File: src/rtl/pinfe_pkg.sv
package pinfe_pkg;
  // functional pin positions (fixed: the action decoder depends on them)
  localparam int PIN_EXT   = 0;
  localparam int PIN_CRIT  = 1;
  localparam int PIN_SMI   = 2;
  localparam int PIN_DBG   = 3;
  localparam int PIN_SRST  = 4;
  localparam int PIN_MCHK  = 5;
  localparam int PIN_CSTOP = 6;
  localparam int PIN_HRST  = 7;
  localparam int NUM_FUNC_PINS = 8;
  // pending vector layout
  localparam int NUM_LEVEL_SRC = 5;
  localparam int SRC_MCHK      = 5;
  localparam int NUM_SRC       = 6;
endpackage

File: src/rtl/pinfe_sync.sv
module pinfe_sync #(
  parameter int W      = 10,
  parameter int STAGES = 2
) (
  input  logic         clk,
  input  logic         rst,
  input  logic [W-1:0] d_i,
  output logic [W-1:0] q_o
);
  logic [W-1:0] stage_q [STAGES];

  genvar s;
  generate
    for (s = 0; s < STAGES; s++) begin : g_stage
      always_ff @(posedge clk) begin
        if (rst) stage_q[s] <= '0;
        else if (s == 0) stage_q[s] <= d_i;
        else stage_q[s] <= stage_q[(s == 0) ? 0 : s-1];
      end
    end
  endgenerate

  assign q_o = stage_q[STAGES-1];
endmodule

File: src/rtl/pinfe_change.sv
module pinfe_change #(
  parameter int W = 10,
  parameter logic [W-1:0] MASK = '1
) (
  input  logic         clk,
  input  logic         rst,
  input  logic [W-1:0] lvl_i,
  output logic [W-1:0] chg_o,
  output logic [W-1:0] last_o
);
  logic [W-1:0] last_q;

  // only assigned pins can register a change or update their stored level
  assign chg_o = (lvl_i ^ last_q) & MASK;

  always_ff @(posedge clk) begin
    if (rst) last_q <= '0;
    else     last_q <= (last_q & ~chg_o) | (lvl_i & chg_o);
  end

  assign last_o = last_q;
endmodule

File: src/rtl/pinfe_action.sv
module pinfe_action
  import pinfe_pkg::*;
#(
  parameter bit HALT_LATCH = 1'b1
) (
  input  logic                     clk,
  input  logic                     rst,
  input  logic [NUM_FUNC_PINS-1:0] lvl_i,
  input  logic [NUM_FUNC_PINS-1:0] chg_i,
  input  logic                     ack_i,
  output logic [NUM_SRC-1:0]       pend_o,
  output logic                     irq_o,
  output logic                     halted_o,
  output logic                     rst_req_o
);
  logic [NUM_SRC-1:0] pend_q, pend_d;
  logic halt_q, halt_d, irq_q, rreq_q, rreq_d;

  always_comb begin
    pend_d = pend_q;
    for (int i = 0; i < NUM_LEVEL_SRC; i++) begin
      if (chg_i[i]) pend_d[i] = lvl_i[i];
    end
    if (ack_i) pend_d[SRC_MCHK] = 1'b0;
    if (chg_i[PIN_MCHK] && !lvl_i[PIN_MCHK]) pend_d[SRC_MCHK] = 1'b1;

    halt_d = halt_q;
    if (ack_i) halt_d = 1'b0;
    if (chg_i[PIN_CSTOP]) begin
      if (lvl_i[PIN_CSTOP])  halt_d = 1'b1;
      else if (!HALT_LATCH)  halt_d = 1'b0;
    end

    rreq_d = chg_i[PIN_HRST] && lvl_i[PIN_HRST];
  end

  always_ff @(posedge clk) begin
    if (rst) begin
      pend_q <= '0;
      irq_q  <= 1'b0;
      halt_q <= 1'b0;
      rreq_q <= 1'b0;
    end else begin
      pend_q <= pend_d;
      irq_q  <= |pend_d;
      halt_q <= halt_d;
      rreq_q <= rreq_d;
    end
  end

  assign pend_o    = pend_q;
  assign irq_o     = irq_q;
  assign halted_o  = halt_q;
  assign rst_req_o = rreq_q;
endmodule

File: src/rtl/pin_irq_frontend.sv
module pin_irq_frontend
  import pinfe_pkg::*;
#(
  parameter int NUM_PINS    = 10,
  parameter int SYNC_STAGES = 2,
  parameter bit HALT_LATCH  = 1'b1
) (
  input  logic                clk,
  input  logic                rst,
  input  logic [NUM_PINS-1:0] pins_i,
  input  logic                ack_i,
  output logic [5:0]          pend_o,
  output logic                irq_o,
  output logic                halted_o,
  output logic                rst_req_o
);
  function automatic logic [NUM_PINS-1:0] func_mask();
    logic [NUM_PINS-1:0] m;
    for (int i = 0; i < NUM_PINS; i++) m[i] = (i < NUM_FUNC_PINS);
    return m;
  endfunction
  localparam logic [NUM_PINS-1:0] ASSIGNED = func_mask();

  logic [NUM_PINS-1:0] sync_lvl, chg, last_q;

  pinfe_sync #(.W(NUM_PINS), .STAGES(SYNC_STAGES)) u_sync (
    .clk(clk), .rst(rst), .d_i(pins_i), .q_o(sync_lvl)
  );

  pinfe_change #(.W(NUM_PINS), .MASK(ASSIGNED)) u_chg (
    .clk(clk), .rst(rst), .lvl_i(sync_lvl), .chg_o(chg), .last_o(last_q)
  );

  pinfe_action #(.HALT_LATCH(HALT_LATCH)) u_act (
    .clk(clk), .rst(rst),
    .lvl_i(sync_lvl[NUM_FUNC_PINS-1:0]), .chg_i(chg[NUM_FUNC_PINS-1:0]),
    .ack_i(ack_i), .pend_o(pend_o), .irq_o(irq_o),
    .halted_o(halted_o), .rst_req_o(rst_req_o)
  );
endmodule

File: config.mk
export PLATFORM = sky130hd
export DESIGN_NAME = pin_irq_frontend
export DESIGN_NICKNAME = d
export VERILOG_FILES = /design/src/rtl/pinfe_pkg.sv /design/src/rtl/pinfe_sync.sv /design/src/rtl/pinfe_change.sv /design/src/rtl/pinfe_action.sv /design/src/rtl/pin_irq_frontend.sv
export SDC_FILE = /design/constraint.sdc
export NUM_CORES = 1
export LEC_CHECK = 0
export BUFFER_PORTS_ARGS = -buffer_cell sky130_fd_sc_hd__buf_2
export CORE_ASPECT_RATIO = 1.5
export CORE_UTILIZATION = 55
export CTS_CLUSTER_DIAMETER = 100
export DETAILED_ROUTE_END_ITERATION = 6
export PLACE_DENSITY = 0.85
export SLEW_MARGIN = 10
export SYNTH_ARGS = -nofsm -noshare
export SYNTH_HDL_FRONTEND = slang
export SYNTH_SLANG_ARGS = --single-unit
export TNS_END_PERCENT = 50
File: constraint.sdc
create_clock -name clk -period 2.9 [get_ports clk]
set_input_delay 0.58 -clock clk [delete_from_list [all_inputs] [get_ports clk]]
set_output_delay 0.58 -clock clk [all_outputs]
set_load 0.005 [all_outputs]
Word-level counts from Yosys, hierarchy flattened
Memory sizes are Yosys's and may differ from the RTL's.
Cells that the tools add are included.
{ "totals": {"word_cells": 32, "mem_bits_rw": 20, "out_inout_bits": 9, "memories": 1, "ff_bits": 19} }
{ "op_classes": {"bitwise": 7, "n_reduce_logical": 4, "mux": 15} }
{ "mem_list": {"columns": ["name", "depth", "word_bits", "read_ports", "rd_clocked_by_memory_dff", "write_ports", "line_no", "text"], "rows": [
  ["u_sync.stage_q", 2, 10, 2, 0, 2, "pinfe_sync.sv:10", "logic [W-1:0] stage_q [STAGES];"]
]} }
{ "op_table": {"columns": ["cell", "count"], "rows": [
  ["2-to-1 mux 10 bit", 2],
  ["2-to-1 mux 1 bit", 13],
  ["AND 10 bit", 1],
  ["AND 10 x 8 -> 10 bit", 1],
  ["inverter 8 -> 10 bit", 1],
  ["OR 10 bit", 1],
  ["bitwise XOR 8 bit", 1],
  ["OR reduction 6 bit", 1],
  ["logical AND 1 bit", 2],
  ["OR 1 bit", 2],
  ["zero test 1 bit", 1]
]} }

Depth between registers and ports, before layout
Gate-level depths: netlist of run 1.
An unclocked memory read counts as a cell.
{ "depth": {"ltp_word": 5, "mapped_depth": 5} }

Cells and area by module
Synthesis of run 1 repeated with hierarchy kept, for this count alone.
{ "hier_totals": {"cells_unflattened": 126, "hier_area_um2": 1475.2} }
{ "by_module_without_submodules": {"columns": ["mod", "area_per_inst_um2", "cells_per_inst", "instances"], "rows": [
  ["pinfe_sync", 618.1, 42, 1],
  ["pinfe_change", 534.3, 53, 1],
  ["pinfe_action", 322.8, 31, 1]
]} }

Worst setup path after synthesis of run 1
No wires, ideal clock.
{ "synth_timing": {"path_type": "flip-flop to flip-flop", "startpoint": "register u_chg.last_q[1], in the netlist u_chg.last_o[1]", "endpoint": "register u_act.irq_q, in the netlist u_act.irq_o", "setup_time_ns": 0.136, "t_arrival_ns": 1.125, "slack_ns": 1.639, "path_stages_with_launch": 6, "required_time_ns": 2.764, "period_less_slack_ns": 1.261, "n_path_buf": 0, "cell_sequence": "dfxtp_1 > inv_1 > ha_1 > mux2i_1 > and4_1 > a41oi_2"} }
{ "synth_between": {"elab_chain_cells": 3} }
{ "synth_lines": {"columns": ["item", "line_no", "text"], "rows": [
  ["start, declared", "pinfe_change.sv:11", "logic [W-1:0] last_q;"],
  ["start signal, assigned", "pinfe_change.sv:18", "else last_q <= (last_q & ~chg_o) | (lvl_i & chg_o);"],
  ["bitwise XOR 8 bit", "pinfe_change.sv:14", "assign chg_o = (lvl_i ^ last_q) & MASK;"],
  ["2-to-1 mux 1 bit", "pinfe_action.sv:22", "if (chg_i[i]) pend_d[i] = lvl_i[i];"],
  ["OR reduction 6 bit", "pinfe_action.sv:45", "irq_q <= |pend_d;"],
  ["end signal, assigned", "pinfe_action.sv:45", null],
  ["end, declared", "pinfe_action.sv:17", "logic halt_q, halt_d, irq_q, rreq_q, rreq_d;"]
]} }
Every way passes these cells.
A chain may end at the register's enable or synchronous reset.

Worst setup path in the final report of run 1
{ "layout_timing": {"startpoint": "register u_chg.last_q[4], in the netlist u_chg.last_o[4]", "endpoint": "register u_act.irq_q, in the netlist u_act.irq_o"} }
The elaborated chain is that of the path after synthesis.

==> summary.txt, run 1 <==
Global routing
  – Via count of the first global-routing pass: 682
  – Antenna violations before repair: 0
  – Global Route Usage Sum: 0.1729
  – Maximum number of pins on one net before global-route repair: 33
  – Most used routing layer: met2
  – Met3 Track Usage GR: 0.05747
  – Wire length of the first global-routing pass: 2587 um
  – Remaining global-route overflow: 0
  – Global routing met1 resource utilization: 0.1705
  – GR met2 Demand/Resource: 0.2810

Route
  – Routed vias: 705
  – Drt drc: 0
  – Routed Wire Length: 1537 um
  – Antenna-violating nets left: 0
  – Detailed Route Iter0 Violations: 11
  – DR pass1 iterations: 4
  – Vias per inst: 4.764
  – WL per Instance: 10.39 um

Layout
  – Share of cells above drive strength 1: 0.2205
  – Antenna Cells: 0
  – Non-filler instance count after layout: 148
  – Most frequent cells in the layout: dfxtp_1, nor2b_1, buf_2, nor2_1, ha_1
  – Number of nets at the end of the flow: 151
  – Most frequent standard cell in the layout excluding fill and tap cells: dfxtp_1
  – Area Growth Syn to Fin: 15.46%

Logic synthesis
  – Share of the synthesized area in the top cell type: 0.5789
  – Post-Syn Area per Cell: 11.08 um^2
  – Area leader, netlist: dfxtp_1
  – Post-synth net total: 128
  – Register bit count reported by yosys: 33
  – Count of warnings emitted by yosys: 0
  – Main area contributors after synthesis: dfxtp_1, ha_1, nor2b_1
  – Synthesized netlist cell count: 103
  – Sequential area share after synthesis: 0.5789
  – Number of different library cells in the post-synthesis netlist: 11
  – Cell area after synthesis: 1141 um^2

Setup path
  – Largest stage delay, worst path: 0.34 ns
  – Origin of the worst setup path: u_chg.last_o[4]
  – Data arrival time of the critical path: 1.61 ns
  – Kind of capture point of the worst setup path: register
  – Cell family with most CP delay: flip-flops
  – Launch point of the worst reg-to-reg path: u_chg.last_o[4]
  – Number of buffer and inverter stages on the critical path: 1
  – Worst reg2reg path depth: 5
  – Worst endpoint required time: 3.09 ns
  – Capturing point of the worst reg2reg path: u_act.irq_o
  – Ordered list of cells on the worst path: inv_1 -> ha_1 -> mux2i_1 -> and4_1 -> a41oi_2
  – Type of element launching the critical path: register
  – Worst-path fanout max: 2
  – Slowest CP cell: dfxtp_1
  – Start-to-end type of the worst setup path: reg2reg
  – Worst setup slack for register-to-register paths: 1.48 ns

Die
  – Area of the placeable core: 1902 um^2
  – Horizontal extent of the die: 39.19 um
  – Number of rows in the core area: 19
  – Area of the die: 2265 um^2
  – Starting Density: 0.6000
  – I/O Pins: 22
  – Die H: 57.79 um

Flow run
  – Max-capacitance violation count: 0

Clock network
  – CTS tree: built
  – Maximum count of clock buffers along a single path: 2
  – Latest clock arrival within the worst-skew pair: 0.32 ns
  – Num CTS Buffers: 5
  – Hold_buf cts: 0
  – Setup fix buffers added after clock tree synthesis: 0
  – Post-CTS Resized: 0
  – CTS Root Cell: clkbuf_4
  – Register clock-pin slew on the reported worst setup and hold paths: 0.09 ns
  – H-tree depth: 2
  – Number of sinks driven by the clock tree: 33

Place
  – Count of placed standard cells including taps: 140
  – Gp weighted congestion: 0.6821
  – IO Port Bufs: 19
  – Half-perimeter wire length after detailed placement: 1110 um

Pwr
  – Clock group share of total power: 0.348
  – Peak VDD IR: 0.6082 mV
  – Power Dens Cells: 604.6 nW/um^2
  – Proportion of total power due to net switching: 0.2054
  – Pleak: 0.0006342 uW
  – Flop pwr share: 0.598
  – Combinational group share of total power: 0.053
  – Cell internal power dissipation: 632.9 uW
  – NetSw: 163.6 uW

Hold path
  – Hold Path End: u_act.rst_req_o
  – Min-Delay Path Depth: 1
  – Class of the tightest hold or removal check: reg2reg
  – Hold Crit Start: u_chg.last_o[7]

STA
  – Number of failing hold endpoints at the final stage: 0
  – Max Slew Vio Count: 0
  – TNS Setup: 0 ns
  – Ratio of final minimum period to clock period: 0.4909
  – Unrepaired setup endpoints after global routing: false
  – Max transition margin: 0.6454
  – Peak Freq: 0.7024 GHz
  – Time the worst path needs with I/O delays and setup: 1.424 ns
  – Final setup violating endpoints: 0
  – Maximum clock skew at final layout: 0.009815 ns
  – Transition time of the tightest slew-check pin: 0.5319 ns

Outcome
  – Status: finished, final reports clean
## metal layers
layer | share of wire | up-vias
li1 | - | 365
met1 | 0.41 | 317
met2 | 0.51 | 18
met3 | 0.046 | 5
met4 | 0.032 | 0
met5 | 0 | -
## layout make-up
type                    count  area, um^2
clock buffers               7       65.06
clock inverters             1       5.005
fillers                   149       584.3
inverters                   6       22.52
multi-input cells          61       442.9
flip-flops and latches     33       660.6
well taps                  21       26.28
repair buffers             19       95.09
## sequential cells by signal, indices dropped and copies added (netlist names)
| register | count |
|---|---|
| u_act.pend_o | 6 |
| u_chg.last_o | 8 |
| u_act.rst_req_o | 1 |
| u_act.irq_o | 1 |
| u_act.halted_o | 1 |
| u_sync.stage_q | 16 |
## cells by family after synthesis
| kind of cell | share of synthesized area |
|---|---|
| and+or+nand+nor | 0.1897 |
| DFF | 0.5789 |
| adders and majority gates | 0.1316 |
| buffers and inverters | 0.03289 |
| muxes | 0.04386 |
| AOI/OAI and AO/OA | 0.02303 |
## metrics by stage
stage                     instance area, um^2  utilization  total power, uW  hold slack, ns  setup WS, ns
after detailed placement                 1247       0.6559            530.2          0.3987         1.460
after floorplan                          1141            -            515.2          0.3674         1.639
after CTS                                1318       0.6928            809.8          0.4127         1.438
after global placement                   1247       0.6559            526.6          0.3719         1.532
after global routing                     1318       0.6928            841.6          0.4188         1.394
final                                    1318       0.6928            796.5          0.4064         1.476
## worst max path at each step
stage / end / slack (ns) / depth (start not counted)
final: u_act.irq_o / 1.48 / 5
after floorplan: u_act.irq_o / 1.64 / 5
after CTS: u_act.irq_o / 1.44 / 5
after global placement: u_act.rst_req_o / 1.53 / 3
after global routing: u_act.irq_o / 1.39 / 5
after detailed placement: u_act.irq_o / 1.46 / 5
## power groups by stage
stage                     logic, uW  clock network, uW  registers (uW)
final                          42.4                278             477
after global routing           47.6                315             479
after CTS                      43.3                289             477
after detailed placement       42.8                  0             487
after global placement         40.3                  0             486
after floorplan                29.2                  0             486
## synth_stat cells
master and n:
nor2_1 17, nor2b_1 19, ha_1 12, a41oi_2 1, and4_1 1, inv_1 6
mux2i_1 5, a21oi_1 2, dfxtp_1 33, nand2b_1 4, buf_2 3
Power figures use the tool's default switching activity.
==> run 2: changes to the inputs <==
Settings changed: CORE_UTILIZATION 55 to 52, PLACE_DENSITY 0.85 to 0.82.
Clock period 2.9 ns to 1.4 ns, I/O delays scaled along.
==> run 2 against run 1 <==
Effect of this change: die area is 5.5% higher; clock skew fell by 0.0043 ns; sequential cell count did not move; count of clock-buffer cells in the layout unchanged; largest power group unchanged.
==> summary.txt, run 2 (synthesis results as in run 1) <==
STA
  – Max Slew Vio Count: 0 (unchanged)
  – Maximum clock skew at final layout: 0.005504 ns (-0.004311 ns)
  – Peak Freq: 0.7454 GHz (+6.1%)
  – Number of failing hold endpoints at the final stage: 0 (unchanged)
  – Ratio of final minimum period to clock period: 0.9583 (+0.4674)
  – Max transition margin: 0.8371 (+0.1917)
  – Time the worst path needs with I/O delays and setup: 1.342 ns (-0.08207 ns)
  – Final setup violating endpoints: 0 (unchanged)
  – Unrepaired setup endpoints after global routing: false
  – Transition time of the tightest slew-check pin: 0.2375 ns (-0.2944 ns)
  – TNS Setup: 0 ns (unchanged)

Layout
  – Post-route cell area: 1404 um^2 (+6.6%)
  – Share of cells above drive strength 1: 0.3307 (+0.1102)
  – Most frequent cells in the layout: dfxtp_1, nor2b_1, buf_2, nor2_1, ha_1
  – Flip-flop count of the largest register after layout: 16 (unchanged)
  – Area Growth Syn to Fin: 23.03%
  – Fill count: 175 (+17%)
  – Antenna Cells: 0 (unchanged)
  – Most frequent standard cell in the layout excluding fill and tap cells: dfxtp_1
  – Biggest register: u_sync.stage_q
  – Number of nets at the end of the flow: 152 (+0.66%)

Setup path
  – Worst endpoint required time: 1.59 ns (-1.50 ns)
  – Largest stage delay, worst path: 0.34 ns (about the same)
  – Start-to-end type of the worst setup path: reg2reg
  – Number of buffer and inverter stages on the critical path: 1 (unchanged)
  – Critical path depth in cells: 5 (unchanged)
  – Slowest CP cell: dfxtp_2
  – Launch point of the worst reg-to-reg path: u_chg.last_o[4]
  – Worst-path fanout max: 2 (unchanged)
  – Type of element launching the critical path: register
  – Capturing point of the worst reg2reg path: u_act.irq_o
  – Cell family with most CP delay: flip-flops
  – Ordered list of cells on the worst path: inv_1 -> ha_4 -> mux2i_2 -> and4_1 -> a41oi_2
  – Worst reg2reg path depth: 5 (unchanged)
  – Data arrival time of the critical path: 1.54 ns (-0.07 ns)
  – Worst setup slack for register-to-register paths: 0.06 ns (-1.42 ns)
  – Kind of capture point of the worst setup path: register

Route
  – Detailed Route Iter0 Violations: 5 (-6)
  – Routed Wire Length: 1575 um (+2.5%)
  – Vias per inst: 4.758 (-0.11%)
  – WL per Instance: 10.57 um (+1.8%)
  – DR pass1 iterations: 2 (-2)
  – Routed vias: 709 (+0.57%)
  – Drt drc: 0 (unchanged)
  – Antenna-violating nets left: 0 (unchanged)

Clock network
  – Maximum count of clock buffers along a single path: 2 (unchanged)
  – H-tree depth: 2 (unchanged)
  – Setup fix buffers added after clock tree synthesis: 0 (unchanged)
  – Num CTS Buffers: 5 (unchanged)
  – Number of sinks driven by the clock tree: 33 (unchanged)
  – CTS Root Cell: clkbuf_4
  – CTS tree: built
  – Register clock-pin slew on the reported worst setup and hold paths: 0.09 ns (about the same)
  – Hold_buf cts: 0 (unchanged)
  – Latest clock arrival within the worst-skew pair: 0.32 ns (about the same)

Pwr
  – Power Dens Cells: 1144 nW/um^2 (+89%)
  – Peak VDD IR: 0.8393 mV (+38%)
  – Pleak: 0.0006212 uW (-2.1%)

Place
  – IO Port Bufs: 19 (unchanged)
  – Half-perimeter wire length after detailed placement: 1077 um (-2.9%)
  – Gp weighted congestion: 0.6900 (+1.2%)
  – Dpl cell area: 1269 um^2 (+1.7%)

Global routing
  – Global Route Usage Sum: 0.1621 (-0.01076)
  – Wire length of the first global-routing pass: 2484 um (-4.0%)
  – Remaining global-route overflow: 0 (unchanged)
  – Via count of the first global-routing pass: 674 (-1.2%)
  – Maximum number of pins on one net before global-route repair: 33 (unchanged)
  – Antenna violations before repair: 0 (unchanged)

Hold path
  – Class of the tightest hold or removal check: in2reg
  – Hold Crit Start: pins_i[2]
  – Min-Delay Path Depth: 2 (+1)
  – Hold Path End: u_sync.stage_q[0][2]

Die
  – I/O Pins: 22 (unchanged)
  – Die H: 59.37 um (+2.7%)
  – Area of the die: 2390 um^2 (+5.5%)
  – Starting Density: 0.5561 (-0.04390)
  – Horizontal extent of the die: 40.25 um (+2.7%)
  – Area of the placeable core: 2052 um^2 (+7.9%)
  – Number of rows in the core area: 20 (+1)

Flow run
  – Max-capacitance violation count: 0 (unchanged)

Outcome
  – Status: finished, final reports clean
## run 2: cell types whose count changed in the layout (fill, tap and decap cells not counted), moves of 3 or more
cell / before / now
mux2i_1: 5 / 1
dfxtp_2: 0 / 5
mux2i_2: 0 / 3
dfxtp_1: 33 / 28
ha_1: 12 / 8
ha_4: 0 / 4
## run 2: area by class of cell
cell class,count,area [um^2],area share
Inverter,6,22.52,0.01604
Tap cell,22,27.53,0.01961
Clock buffer,7,55.05,0.03922
Timing Repair Buffer,20,115.1,0.08200
Sequential cell,33,666.9,0.4750
Multi-Input combinational cell,61,516.7,0.3681
## run 2: timing repair
action | 4_1_cts | 5_1_grt
endpoints found under the hold margin | 0 | 0
gates resized for setup | 0 | 16
endpoints found under the setup margin | 0 | 1
## run 2: power breakdown
| part | internal [uW] | switching, uW |
|---|---|---|
| Clock | 237 | 268 |
| Combinational | 64.2 | 45.0 |
| Sequential | 974 | 18.5 |
## run 2: per-layer routing
metal  track usage  up-vias  part of all wire
li1              -      367                 -
met1        0.1533      320              0.42
met5             0        -                 0
met4        0.1000        0             0.027
met2        0.2512       17              0.49
met3        0.1015        5             0.058
## run 2: through the flow
| step | worst slack [ns] | util | hold slack [ns] | instances | power, uW |
|---|---|---|---|---|---|
| 2_1_floorplan | 0.1391 | - | 0.3516 | 103 | 1067 |
| 3_3_place_gp | 0.06744 | 0.6183 | 0.3726 | 142 | 1098 |
| 3_5_place_dp | 0.03041 | 0.6183 | 0.3847 | 142 | 1106 |
| 4_1_cts | 0.02263 | 0.6451 | 0.1478 | 149 | 1614 |
| 5_1_grt | 0.0002646 | 0.6841 | 0.1552 | 149 | 1697 |
| 6_report | 0.05844 | 0.6841 | 0.1611 | 149 | 1606 |
## run 2: worst max path at each step
stage | from | to | slack, ns
2_1_floorplan | u_chg.last_o[1] | u_act.irq_o | 0.14
3_3_place_gp | u_chg.last_o[3] | u_act.irq_o | 0.07
3_5_place_dp | u_chg.last_o[3] | u_act.irq_o | 0.03
4_1_cts | u_chg.last_o[3] | u_act.irq_o | 0.02
5_1_grt | u_sync.stage_q[1][2] | u_act.irq_o | 0.0003
6_report | u_chg.last_o[4] | u_act.irq_o | 0.06
==> run 3: changes to the inputs <==
Settings changed: CORE_ASPECT_RATIO 1.5 to unset, CORE_UTILIZATION 52 to 55, CTS_BUF_LIST set to sky130_fd_sc_hd__clkbuf_2 sky130_fd_sc_hd__clkbuf_4 sky130_fd_sc_hd__clkbuf_8, PLACE_DENSITY 0.82 to 0.85.
Clock period 1.4 ns to 1.7 ns, I/O delays scaled along.
==> run 3 against run 2 <==
Effect of this change: cell count is 2.7% higher; clock skew is 0.0022 ns higher; wire length is 2.3% lower; design area is 7.0% lower; via count is 0.28% lower; first-iteration DRC count is 20% lower; core utilization is 1.9 points lower; total power is 22% lower; global-route usage is 0.071 points lower; maximum frequency is 1.4% lower; sequential share of layout area is 3.1 points higher; highest routed layer unchanged.
==> summary.txt, run 3 (synthesis results as in run 1) <==
STA
  – Unrepaired setup endpoints after global routing: false
  – Ratio of final minimum period to clock period: 0.8000 (-0.1582)
  – Number of failing hold endpoints at the final stage: 0 (unchanged)
  – Maximum clock skew at final layout: 0.007709 ns (+0.002205 ns)
  – Max Slew Vio Count: 0 (unchanged)
  – Time the worst path needs with I/O delays and setup: 1.360 ns (+0.01852 ns)
  – Transition time of the tightest slew-check pin: 0.4089 ns (+0.1714 ns)
  – Max transition margin: 0.7274 (-0.1097)
  – Hold slack final: 0.2216 ns (+0.06056 ns)
  – Peak Freq: 0.7353 GHz (-1.4%)
  – TNS Setup: 0 ns (unchanged)
  – Final setup violating endpoints: 0 (unchanged)

Global routing
  – Global Route Usage Sum: 0.1614 (-0.0007050)
  – Remaining global-route overflow: 0 (unchanged)
  – Antenna violations before repair: 0 (unchanged)
  – Via count of the first global-routing pass: 591 (-12%)
  – Wire length of the first global-routing pass: 2311 um (-7.0%)
  – Maximum number of pins on one net before global-route repair: 26 (-21%)

Setup path
  – Type of element launching the critical path: register
  – Start-to-end type of the worst setup path: reg2reg
  – Origin of the worst setup path: u_chg.last_o[3]
  – Launch point of the worst reg-to-reg path: u_chg.last_o[3]
  – Slowest CP cell: dfxtp_1
  – Kind of capture point of the worst setup path: register
  – Cell family with most CP delay: flip-flops
  – Number of buffer and inverter stages on the critical path: 1 (unchanged)
  – Data arrival time of the critical path: 1.55 ns (about the same)
  – Worst-path fanout max: 2 (unchanged)
  – Ordered list of cells on the worst path: inv_1 -> ha_1 -> mux2i_1 -> and4_1 -> a41oi_2
  – Worst endpoint required time: 1.89 ns (+0.30 ns)
  – Largest stage delay, worst path: 0.34 ns (about the same)

Place
  – Gp weighted congestion: 0.7112 (+3.1%)
  – Half-perimeter wire length after detailed placement: 1164 um (+8.1%)
  – IO Port Bufs: 19 (unchanged)

Clock network
  – Register clock-pin slew on the reported worst setup and hold paths: 0.09 ns (about the same)
  – Num CTS Buffers: 5 (unchanged)
  – Maximum count of clock buffers along a single path: 2 (unchanged)
  – Latest clock arrival within the worst-skew pair: 0.32 ns (about the same)
  – Setup fix buffers added after clock tree synthesis: 0 (unchanged)
  – Hold_buf cts: 0 (unchanged)
  – CTS tree: built
  – H-tree depth: 2 (unchanged)
  – Post-CTS Resized: 0 (unchanged)
  – CTS Root Cell: clkbuf_4
  – Number of sinks driven by the clock tree: 33 (unchanged)

Layout
  – Most frequent standard cell in the layout excluding fill and tap cells: dfxtp_1
  – Multi-input gate area in the final layout: 442.9 um^2 (-14%)
  – Number of nets at the end of the flow: 152 (unchanged)
  – Fill count: 184 (+5.1%)
  – Flip-flop and latch area: 660.6 um^2 (-0.94%)
  – Area Growth Syn to Fin: 14.36%
  – Most frequent cells in the layout: dfxtp_1, nor2b_1, buf_2, nor2_1, ha_1
  – Biggest register: u_sync.stage_q
  – Flip-flop count of the largest register after layout: 16 (unchanged)
  – Antenna Cells: 0 (unchanged)
  – Share of cells above drive strength 1: 0.2143 (-0.1164)

Die
  – Area of the placeable core: 1962 um^2 (-4.4%)
  – Area of the die: 2261 um^2 (-5.4%)
  – Number of rows in the core area: 16 (-20%)
  – I/O Pins: 22 (unchanged)
  – Die H: 47.55 um (-20%)
  – Horizontal extent of the die: 47.55 um (+18%)
  – Starting Density: 0.5816 (+0.02553)

Route
  – Routed vias: 707 (-0.28%)
  – Vias per inst: 4.621 (-2.9%)
  – Detailed Route Iter0 Violations: 4 (-1)
  – Drt drc: 0 (unchanged)
  – WL per Instance: 10.05 um (-4.9%)
  – DR pass1 iterations: 2 (unchanged)
  – Antenna-violating nets left: 0 (unchanged)
  – Routed Wire Length: 1538 um (-2.3%)

Pwr
  – Clock group share of total power: 0.292 (-0.022)
  – Peak VDD IR: 0.6003 mV (-28%)
  – Cell internal power dissipation: 984.6 uW (-23%)
  – Power Dens Cells: 960.0 nW/um^2 (-16%)
  – NetSw: 268.1 uW (-19%)
  – Pleak: 0.0006246 uW (+0.56%)
  – Proportion of total power due to net switching: 0.2140 (+0.007533)
  – Flop pwr share: 0.649 (+0.031)
  – Combinational group share of total power: 0.059 (-0.009)

Flow run
  – Max-capacitance violation count: 0 (unchanged)

Hold path
  – Hold Crit Start: pins_i[3]
  – Class of the tightest hold or removal check: in2reg

Outcome
  – Status: finished, final reports clean
-- run 3: cell count changes in the layout (fill, tap and decap cells not counted), moves of 2 or more --
cell,delta
ha_1,+4
inv_1,+2
mux2i_2,-3
dfxtp_2,-5
dfxtp_1,+5
ha_4,-4
mux2i_1,+4
inv_2,-2
-- run 3: power groups by stage --
stage               logic, uW  registers, uW  clock network, uW
detailed placement       75.0            832                  0
global placement         71.1            830                  0
global route             84.6            817                414
CTS                      75.1            814                378
finish                   73.5            813                366
floorplan                49.7            829                  0
-- run 3: final timing paths --
kind                          end  slack, ns  depth (start not counted)
max                   u_act.irq_o       0.34                          5
min          u_sync.stage_q[0][3]       0.22                          2
max reg2reg           u_act.irq_o       0.34                          5
min reg2reg       u_act.rst_req_o       0.39                          1
-- run 3: through the flow --
step                utilization  instances  power, uW  setup WS (ns)  area, um^2
floorplan                     -        103      879.0         0.4391        1141
global placement         0.6435        147      900.7         0.3529        1262
detailed placement       0.6435        147      906.7         0.3316        1262
CTS                      0.6652        153       1266         0.3256        1305
global route             0.6652        153       1315         0.2396        1305
finish                   0.6652        153       1253         0.3399        1305
-- run 3: routing by layer --
layer,routed length (um),GRT usage
met5,0,0
met4,36,0.1000
met3,87,0.09057
met2,738,0.2548
met1,676,0.1667
-- run 3: area by class of cell --
type                       count  share of cell area
sequential                    33              0.5062
multi-input combinational     61              0.3394
timing repair buffer          20             0.07862
clock buffer                   5             0.02876
tap                           27             0.02589
inverter                       6             0.01726
clock inverter                 1            0.003835
